## src/rtl/tmr_host_pkg.sv

```systemverilog
package tmr_host_pkg;
  localparam int NCH  = 3;
  localparam int CW   = 16;
  localparam int BW   = 8;
  localparam int MW   = 3;

  typedef enum logic [1:0] {
    FMT_LATCH = 2'b00,
    FMT_HI    = 2'b01,
    FMT_LO    = 2'b10,
    FMT_PAIR  = 2'b11
  } acc_fmt_e;

  // byte of a count picked by access format and read pointer
  function automatic logic [7:0] sel_byte(acc_fmt_e f, logic second, logic [15:0] v);
    logic take_hi;
    take_hi = (f == FMT_HI) || ((f == FMT_PAIR) && second);
    return take_hi ? v[15:8] : v[7:0];
  endfunction

  function automatic logic [7:0] pack_status(logic o, logic nc, acc_fmt_e f,
                                             logic [2:0] m, logic b);
    return {o, nc, f, m, b};
  endfunction
endpackage

```

## src/rtl/tmr_host_decode.sv

```systemverilog
module tmr_host_decode
  import tmr_host_pkg::*;
#(
  parameter int N = NCH
) (
  input  logic         clk,
  input  logic         rst_n,
  input  logic         wr_en,
  input  logic         rd_en,
  input  logic [1:0]   addr,
  input  logic [7:0]   wdata,
  output logic [N-1:0] cfg_we,
  output logic [N-1:0] cnt_lat,
  output logic [N-1:0] sts_lat,
  output logic [N-1:0] dat_we,
  output logic [N-1:0] dat_re
);
  logic ctl_wr, rd_ok, is_rb, rb_valid;

  assign ctl_wr   = wr_en && (addr == 2'd3);
  assign rd_ok    = rd_en && !wr_en;
  assign is_rb    = (wdata[7:6] == 2'b11);
  assign rb_valid = ctl_wr && is_rb && !wdata[0];

  for (genvar c = 0; c < N; c++) begin : g_dec
    logic hit;
    assign hit        = !is_rb && (wdata[7:6] == 2'(c));
    assign cfg_we[c]  = ctl_wr && hit && (wdata[5:4] != 2'b00);
    assign cnt_lat[c] = (ctl_wr && hit && (wdata[5:4] == 2'b00)) ||
                        (rb_valid && wdata[c+1] && !wdata[5]);
    assign sts_lat[c] = rb_valid && wdata[c+1] && !wdata[4];
    assign dat_we[c]  = wr_en && (addr == 2'(c));
    assign dat_re[c]  = rd_ok && (addr == 2'(c));
  end

  AST_RB_RESERVED: assert property (@(posedge clk) disable iff (!rst_n)
    (ctl_wr && is_rb && wdata[0]) |-> (cnt_lat == '0 && sts_lat == '0));
  AST_READ_YIELDS: assert property (@(posedge clk) disable iff (!rst_n)
    (wr_en && rd_en) |-> (dat_re == '0));
endmodule

```

## src/rtl/tmr_host_chan.sv

```systemverilog
module tmr_host_chan
  import tmr_host_pkg::*;
(
  input  logic        clk,
  input  logic        rst_n,
  input  logic        cfg_we,
  input  logic        cnt_lat,
  input  logic        sts_lat,
  input  logic        dat_we,
  input  logic        dat_re,
  input  logic [7:0]  wdata,
  input  logic [15:0] cnt_in,
  input  logic        out_in,
  input  logic        null_in,
  output logic [15:0] ld_val,
  output logic        ld_stb,
  output logic        cfg_stb,
  output logic [2:0]  mode_o,
  output logic        bcd_o,
  output logic [7:0]  rd_byte
);
  acc_fmt_e    fmt_q;
  logic [2:0]  mode_q;
  logic        bcd_q;
  logic        wr_ptr_q, rd_ptr_q;
  logic [7:0]  lo_q;
  logic [15:0] cnt_hold_q, ld_val_q;
  logic        cnt_vld_q, sts_vld_q;
  logic [7:0]  sts_q;
  logic        ld_stb_q, cfg_stb_q;

  // named events for the checks below
  logic cnt_take, sts_take, cnt_release, pair_done;
  assign cnt_take    = cnt_lat && !cnt_vld_q;
  assign sts_take    = sts_lat && !sts_vld_q;
  assign cnt_release = dat_re && !sts_vld_q && cnt_vld_q &&
                       ((fmt_q != FMT_PAIR) || rd_ptr_q);
  assign pair_done   = dat_we && (fmt_q == FMT_PAIR) && wr_ptr_q;

  always_ff @(posedge clk) begin
    if (!rst_n) begin
      fmt_q      <= FMT_PAIR;
      mode_q     <= '0;
      bcd_q      <= 1'b0;
      wr_ptr_q   <= 1'b0;
      rd_ptr_q   <= 1'b0;
      lo_q       <= '0;
      cnt_hold_q <= '0;
      cnt_vld_q  <= 1'b0;
      sts_q      <= '0;
      sts_vld_q  <= 1'b0;
      ld_val_q   <= '0;
      ld_stb_q   <= 1'b0;
      cfg_stb_q  <= 1'b0;
    end else begin
      ld_stb_q  <= 1'b0;
      cfg_stb_q <= 1'b0;
      if (cfg_we) begin
        fmt_q     <= acc_fmt_e'(wdata[5:4]);
        mode_q    <= wdata[3:1];
        bcd_q     <= wdata[0];
        wr_ptr_q  <= 1'b0;
        rd_ptr_q  <= 1'b0;
        cnt_vld_q <= 1'b0;
        sts_vld_q <= 1'b0;
        cfg_stb_q <= 1'b1;
      end else begin
        if (cnt_take) begin
          cnt_hold_q <= cnt_in;
          cnt_vld_q  <= 1'b1;
        end
        if (sts_take) begin
          sts_q     <= pack_status(out_in, null_in, fmt_q, mode_q, bcd_q);
          sts_vld_q <= 1'b1;
        end
        if (dat_we) begin
          unique case (fmt_q)
            FMT_HI: begin
              ld_val_q <= {wdata, 8'h00};
              ld_stb_q <= 1'b1;
            end
            FMT_LO: begin
              ld_val_q <= {8'h00, wdata};
              ld_stb_q <= 1'b1;
            end
            FMT_PAIR: begin
              if (wr_ptr_q) begin
                ld_val_q <= {wdata, lo_q};
                ld_stb_q <= 1'b1;
              end else begin
                lo_q <= wdata;
              end
              wr_ptr_q <= ~wr_ptr_q;
            end
            default: ;
          endcase
        end
        if (dat_re) begin
          if (sts_vld_q) begin
            sts_vld_q <= 1'b0;
          end else begin
            if (fmt_q == FMT_PAIR) rd_ptr_q <= ~rd_ptr_q;
            if (cnt_release) cnt_vld_q <= 1'b0;
          end
        end
      end
    end
  end

  assign rd_byte = sts_vld_q ? sts_q
                 : sel_byte(fmt_q, rd_ptr_q, cnt_vld_q ? cnt_hold_q : cnt_in);
  assign ld_val  = ld_val_q;
  assign ld_stb  = ld_stb_q;
  assign cfg_stb = cfg_stb_q;
  assign mode_o  = mode_q;
  assign bcd_o   = bcd_q;

  AST_HOLD_STABLE: assert property (@(posedge clk) disable iff (!rst_n)
    (cnt_vld_q && !cfg_we && !cnt_release) |=> (cnt_vld_q && $stable(cnt_hold_q)));
  AST_STATUS_FIRST: assert property (@(posedge clk) disable iff (!rst_n)
    (dat_re && sts_vld_q) |=> (!sts_vld_q && $stable(cnt_vld_q) && $stable(rd_ptr_q)));
  AST_CFG_CLEARS: assert property (@(posedge clk) disable iff (!rst_n)
    cfg_we |=> (cfg_stb && !cnt_vld_q && !sts_vld_q && !wr_ptr_q && !rd_ptr_q));
  AST_PAIR_JOIN: assert property (@(posedge clk) disable iff (!rst_n)
    pair_done |=> (ld_stb && ld_val[7:0] == $past(lo_q) && ld_val[15:8] == $past(wdata)));
endmodule

```

## src/rtl/tmr_host_if.sv

```systemverilog
module tmr_host_if
  import tmr_host_pkg::*;
(
  input  logic              clk,
  input  logic              rst_n,
  input  logic [1:0]        addr,
  input  logic              wr_en,
  input  logic              rd_en,
  input  logic [BW-1:0]     wdata,
  output logic [BW-1:0]     rdata,
  input  logic [NCH*CW-1:0] cnt_in,
  input  logic [NCH-1:0]    out_in,
  input  logic [NCH-1:0]    null_in,
  output logic [NCH*CW-1:0] ld_val,
  output logic [NCH-1:0]    ld_stb,
  output logic [NCH-1:0]    cfg_stb,
  output logic [NCH*MW-1:0] mode_o,
  output logic [NCH-1:0]    bcd_o
);
  logic [NCH-1:0] cfg_we, cnt_lat, sts_lat, dat_we, dat_re;
  logic [BW-1:0]  rd_b [NCH];

  tmr_host_decode #(.N(NCH)) u_dec (
    .clk     (clk),
    .rst_n   (rst_n),
    .wr_en   (wr_en),
    .rd_en   (rd_en),
    .addr    (addr),
    .wdata   (wdata),
    .cfg_we  (cfg_we),
    .cnt_lat (cnt_lat),
    .sts_lat (sts_lat),
    .dat_we  (dat_we),
    .dat_re  (dat_re)
  );

  for (genvar c = 0; c < NCH; c++) begin : g_ch
    tmr_host_chan u_ch (
      .clk     (clk),
      .rst_n   (rst_n),
      .cfg_we  (cfg_we[c]),
      .cnt_lat (cnt_lat[c]),
      .sts_lat (sts_lat[c]),
      .dat_we  (dat_we[c]),
      .dat_re  (dat_re[c]),
      .wdata   (wdata),
      .cnt_in  (cnt_in[c*CW +: CW]),
      .out_in  (out_in[c]),
      .null_in (null_in[c]),
      .ld_val  (ld_val[c*CW +: CW]),
      .ld_stb  (ld_stb[c]),
      .cfg_stb (cfg_stb[c]),
      .mode_o  (mode_o[c*MW +: MW]),
      .bcd_o   (bcd_o[c]),
      .rd_byte (rd_b[c])
    );
  end

  always_comb begin
    rdata = '0;
    for (int c = 0; c < NCH; c++)
      if (dat_re[c]) rdata = rd_b[c];
  end

  AST_ONE_LOAD: assert property (@(posedge clk) disable iff (!rst_n)
    $onehot0(ld_stb));
  AST_ONE_CFG: assert property (@(posedge clk) disable iff (!rst_n)
    $onehot0(cfg_stb));
endmodule

```

## config.mk

```make
export PLATFORM = sky130hd
export DESIGN_NAME = tmr_host_if
export DESIGN_NICKNAME = d
export VERILOG_FILES = /design/src/rtl/tmr_host_pkg.sv /design/src/rtl/tmr_host_decode.sv /design/src/rtl/tmr_host_chan.sv /design/src/rtl/tmr_host_if.sv
export SDC_FILE = /design/constraint.sdc
export NUM_CORES = 1
export LEC_CHECK = 0
export BUFFER_PORTS_ARGS = -buffer_cell sky130_fd_sc_hd__buf_2
export CAP_MARGIN = 20
export CORE_MARGIN = 4
export CORE_UTILIZATION = 30
export CTS_CLUSTER_SIZE = 30
export DETAILED_ROUTE_END_ITERATION = 10
export PLACE_DENSITY = 0.45
export SLEW_MARGIN = 20
export SYNTH_ARGS = -nofsm -noshare
export SYNTH_HDL_FRONTEND = slang
export SYNTH_HIERARCHICAL = 1
export SYNTH_SLANG_ARGS = --single-unit
```

## constraint.sdc

```tcl
create_clock -name clk -period 2.81 [get_ports clk]
set_input_delay 0.562 -clock clk [delete_from_list [all_inputs] [get_ports clk]]
set_output_delay 0.562 -clock clk [all_outputs]
set_load 0.005 [all_outputs]
```

Yosys cells after proc, flatten, opt, wreduce, memory -nomap -nowiden
Index checks and enable logic that the tools add are counted.
{"block": "totals", "ff_bits": 180, "in_bits": 68, "out_inout_bits": 74, "wordCells": 227}
{"block": "op_classes", "n_eq_ne": 21, "mux": 48, "bitwise": 16, "reduce_logical": 103}
{"op": "$pmux 16 s3", "count": 3}
{"op": "$mux 16", "count": 6}
{"op": "$mux 8", "count": 9}
{"op": "$logic_and 1x1->1", "count": 49}
{"op": "$mux 1", "count": 27}
{"op": "$reduce_and 4->1", "count": 6}
{"op": "$eq 2x2->1 const B", "count": 10}
{"op": "$reduce_and 2->1", "count": 9}
{"op": "$not 1->1", "count": 16}
{"op": "$reduce_or 2->1", "count": 6}
{"op": "$logic_not 1->1", "count": 11}
{"op": "$eq 2x1->1 const B", "count": 5}
{"op": "$logic_or 1x1->1", "count": 9}
{"op": "$reduce_and 3->1", "count": 3}
{"op": "$reduce_bool 3->1", "count": 3}
{"op": "$reduce_or 3->1", "count": 3}
{"op": "$logic_not 2->1", "count": 3}
{"op": "$ne 2x1->1 const B", "count": 3}
{"op": "$ne 2x2->1 const B", "count": 3}
{"op": "$pmux 1 s2", "count": 3}
{"op": "$reduce_bool 2->1", "count": 1}

Depth between registers and ports, before layout
{"block": "depth", "ltp_word": 12, "depth_mapped": 9, "ltp_nobuf": 7}

By module
The synthesis kept the hierarchy.
{"module": "tmr_host_chan", "instances": 3, "cells_per_inst": 274, "area_per_inst_um2": 2813.9, "seq_area_each_um2": 1201.2}
{"module": "tmr_host_if", "instances": 1, "cells_per_inst": 35, "area_per_inst_um2": 219.0, "seq_area_each_um2": 0.0}
{"module": "tmr_host_decode", "instances": 1, "cells_per_inst": 33, "area_per_inst_um2": 211.5, "seq_area_each_um2": 0.0}

Worst setup path before layout
OpenSTA, ideal clock, no wires.
{"block": "synth_timing", "kind": "flip-flop to output port", "from": "reg g_ch[1].u_ch.fmt_q[0]", "to": "out rdata[7]", "arrival_ps": 1865, "required_time_ps": 2248, "path_slack_ps": 383, "path_stages_with_launch": 8, "path_buffers": 1, "cell_sequence": "dfxtp_1 ha_1 buf_6 a21oi_4 mux4_2 mux2_2 a21oi_1 a21oi_1"}
{"element": "from (decl)", "line": "tmr_host_chan.sv:22", "rtl": "acc_fmt_e fmt_q;"}
{"element": "from (signal assigned)", "line": "tmr_host_chan.sv:59", "rtl": "fmt_q <= acc_fmt_e'(wdata[5:4]);"}
{"element": "to (decl)", "line": "tmr_host_if.sv:10", "rtl": "output logic [BW-1:0] rdata,"}

==> summary.txt <==
GRT overflow = 0
Layout cells sized above 1 = 29.5%
Slew Viols, Final = 0
Aggregate negative setup slack = -0.253 ns
Max-cap violations = 0
Largest net degree at the start of global routing = 61
FFs w/ async S/R, synth = 0%
Top cells by count, synth = dfxtp_1, nand2_1, nor2b_1
First-pass GRT wire length = 40.8 mm
Port Buffers = 141
Final wirelength = 25.9 mm
Nets = 1101
Worst Setup Start Kind = register
Actual slew at the worst max-slew pin = 0.694 ns
Cts hold-fix bufs = 0
Status = complete, but fails checks
Power per cell area = 515 nW/um2
Simple logic cell fraction of the synthesized area = 20.5%
Mux contribution to synthesized area = 16.8%
Worst Path Required = 2.25 ns
H-Tree Depth = 4
Die Footprint = 32400 um2
Synthesized instance count = 890
Die width = 180 um
Top FF cell, synth = dfxtp_1
Core area = 28900 um2
DR WL/cell = 18.3 um
Tcrit/Tclk final = 104%
Worst endpoint data arrival time = 2.35 ns
CP peak stage delay = 0.54 ns
Pleak = 4.20 nW
Bufs on Longest Clock Path = 2
I/O pin count = 142
Synthesis warning total = 6
Hold_ws = 0.373 ns
RSZ-0062 raised after global routing = yes
Detail Placement HPWL = 18.4 mm
Failing checks = setup timing
Most common cell in the netlist = dfxtp_1
XOR/XNOR Fraction of Synth Area = 0.592%
Synth top area cells = dfxtp_1, mux2i_1, a21boi_0
CTS Buf Count = 17
Rel. slew slack = 53.6%
DR pass1 iterations = 5
Seq cells post-synth = 180
Via count = 6883
Syn avg cell area = 9.97 um2
Final setup margin = -0.103 ns
Latest clock arrival within the worst-skew pair = 0.44 ns
Setup Crit Path Kind = reg2out
Row count = 62
Synthesized area = 8870 um2
CTS tree = done
Post-route ant nets = 0
Fin cells = 1418
Sequential share of the synthesized area = 40.6%
Area growth syn-to-layout = 22.0%
Yosys top cell area share = 40.6%
Antenna cells = 0
Final clock skew = 0.0158 ns
DR DRC count = 0
Syn nets = 970
Root Buffer Master = clkbuf_16
Compound-Gate Fraction of Synth Area = 14.6%
Clk sinks = 180
Dpl cells = 1380
Starting Density = 30.7%
Synth cell types = 46
Synth area leader = dfxtp_1
Nature of the critical path endpoint = primary output
Area share of fa/ha/maj cells after synthesis = 1.69%
Crit path time final = 2.91 ns
Number of antenna violations at the first check in global routing = 2
Vias in the first global route = 6905
Final number of hold-violating endpoints = 0
VDD IR max = 0.000342 V
Die Ht = 180 um
Dpl ws = 0.148 ns
Final GP Congestion = 0.744
Clk slew on worst S/H paths = 0.08 ns
Min-delay worst type = in2reg
Gr usage total = 15.7%
Final setup viols = 6
Critical path cell sequence = ha_4 > a21oi_4 > mux4_2 > mux2_4 > nand3b_1 > a21oi_1 > buf_2
Post-DR vias/cell = 4.85
Worst Path Max Fanout = 5
DRT iter0 DRCs = 326
Slowest cell on crit path = mux4_2
Largest family of logic cells by synthesized area = simple AND/OR/NAND/NOR gates
Post-synth EDFFs = 0
Max Freq = 343 MHz
final timing paths:
kind / slack (ns) / to / from / depth (start not counted)
worst max-delay path: -0.10 / rdata[7] / g_ch[0].u_ch/fmt_q[0] / 7
worst min register to register: 0.46 / g_ch[2].u_ch/cnt_hold_q[9] / g_ch[2].u_ch/cnt_hold_q[9] / 2
worst max register to register: 0.95 / g_ch[2].u_ch/ld_val[3] / g_ch[2].u_ch/fmt_q[0] / 5
worst min-delay path: 0.37 / g_ch[2].u_ch/cnt_hold_q[9] / cnt_in[41] / 3
stage by stage:
stage | power (mW) | cell area, um2 | utilization (%)
2_1_floorplan | 2.96 | 8870 | -
3_3_place_gp | 3.19 | 10000 | 34.7
3_5_place_dp | 3.19 | 10000 | 34.7
4_1_cts | 5.67 | 10800 | 37.2
5_1_grt | 5.81 | 10800 | 37.4
6_report | 5.58 | 10800 | 37.4
metal layers:
layer	global-route usage, %	share of wire (%)	wire [um]	up-vias
li1	-	-	-	3429
met1	21.7	48	12500	3294
met2	25.6	47	12100	142
met3	3.11	3.7	967	16
met4	3.60	1.1	286	2
met5	0	0.050	13	-
cell families after synthesis:
family                   count (synthesis)
AND/OR/NAND/NOR                        316
flip-flops                             180
AO/OA/AOI/OAI                          175
multiplexers                           111
buffers and inverters                   90
adder cells (fa/ha/maj)                 12
XOR/XNOR                                 6
critical path, delay by kind of cell, from the launching register on:
family,cells,cell delay (ns)
flip-flops,1,0.38
multiplexers,2,0.82
AO/OA/AOI/OAI,2,0.32
buffers and inverters,1,0.14
AND/OR/NAND/NOR,1,0.08
adder cells (fa/ha/maj),1,0.17
where the power goes:
part	internal [mW]	total, mW	switching [mW]
Combinational	0.242	0.534	0.292
Clock	1.27	2.44	1.17
Sequential	2.58	2.61	0.0260
Total	4.09	5.58	1.49
sequential cells by signal, indices dropped and copies added (netlist names), 6 cells and up:
name	cells
g_ch.u_ch/fmt_q	6
g_ch.u_ch/cnt_hold_q	48
g_ch.u_ch/sts_q	24
g_ch.u_ch/lo_q	24
g_ch.u_ch/mode_o	9
g_ch.u_ch/ld_val	48
final cells by class:
type | instances | area, um2
fill | 2957 | 18100
multi-input combinational | 620 | 4960
sequential | 180 | 3620
timing repair buffer | 189 | 1120
tap | 384 | 480
clock buffer | 17 | 425
clock inverter | 15 | 166
inverter | 13 | 53.8
layout by cell type, fill, tap and decap left out, types with 17 or more instances in the layout:
master / n
a21boi_0: 66
a22oi_1: 24
buf_2: 140
buf_4: 43
clkbuf_16: 17
dfxtp_1: 173
mux2_2: 18
mux2i_1: 63
nand2_1: 105
nand3_1: 25
nand4_1: 24
nor2b_1: 69
o211a_1: 24
o21ai_0: 24
what timing repair did:
item | in CTS | in global routing
buffers inserted | 5 | 1
cloned | 0 | 0
pin swaps | 7 | 2
gates resized for setup | 36 | 11
endpoints found under the setup margin | 8 | 8
(Power assumes the default switching activity.)
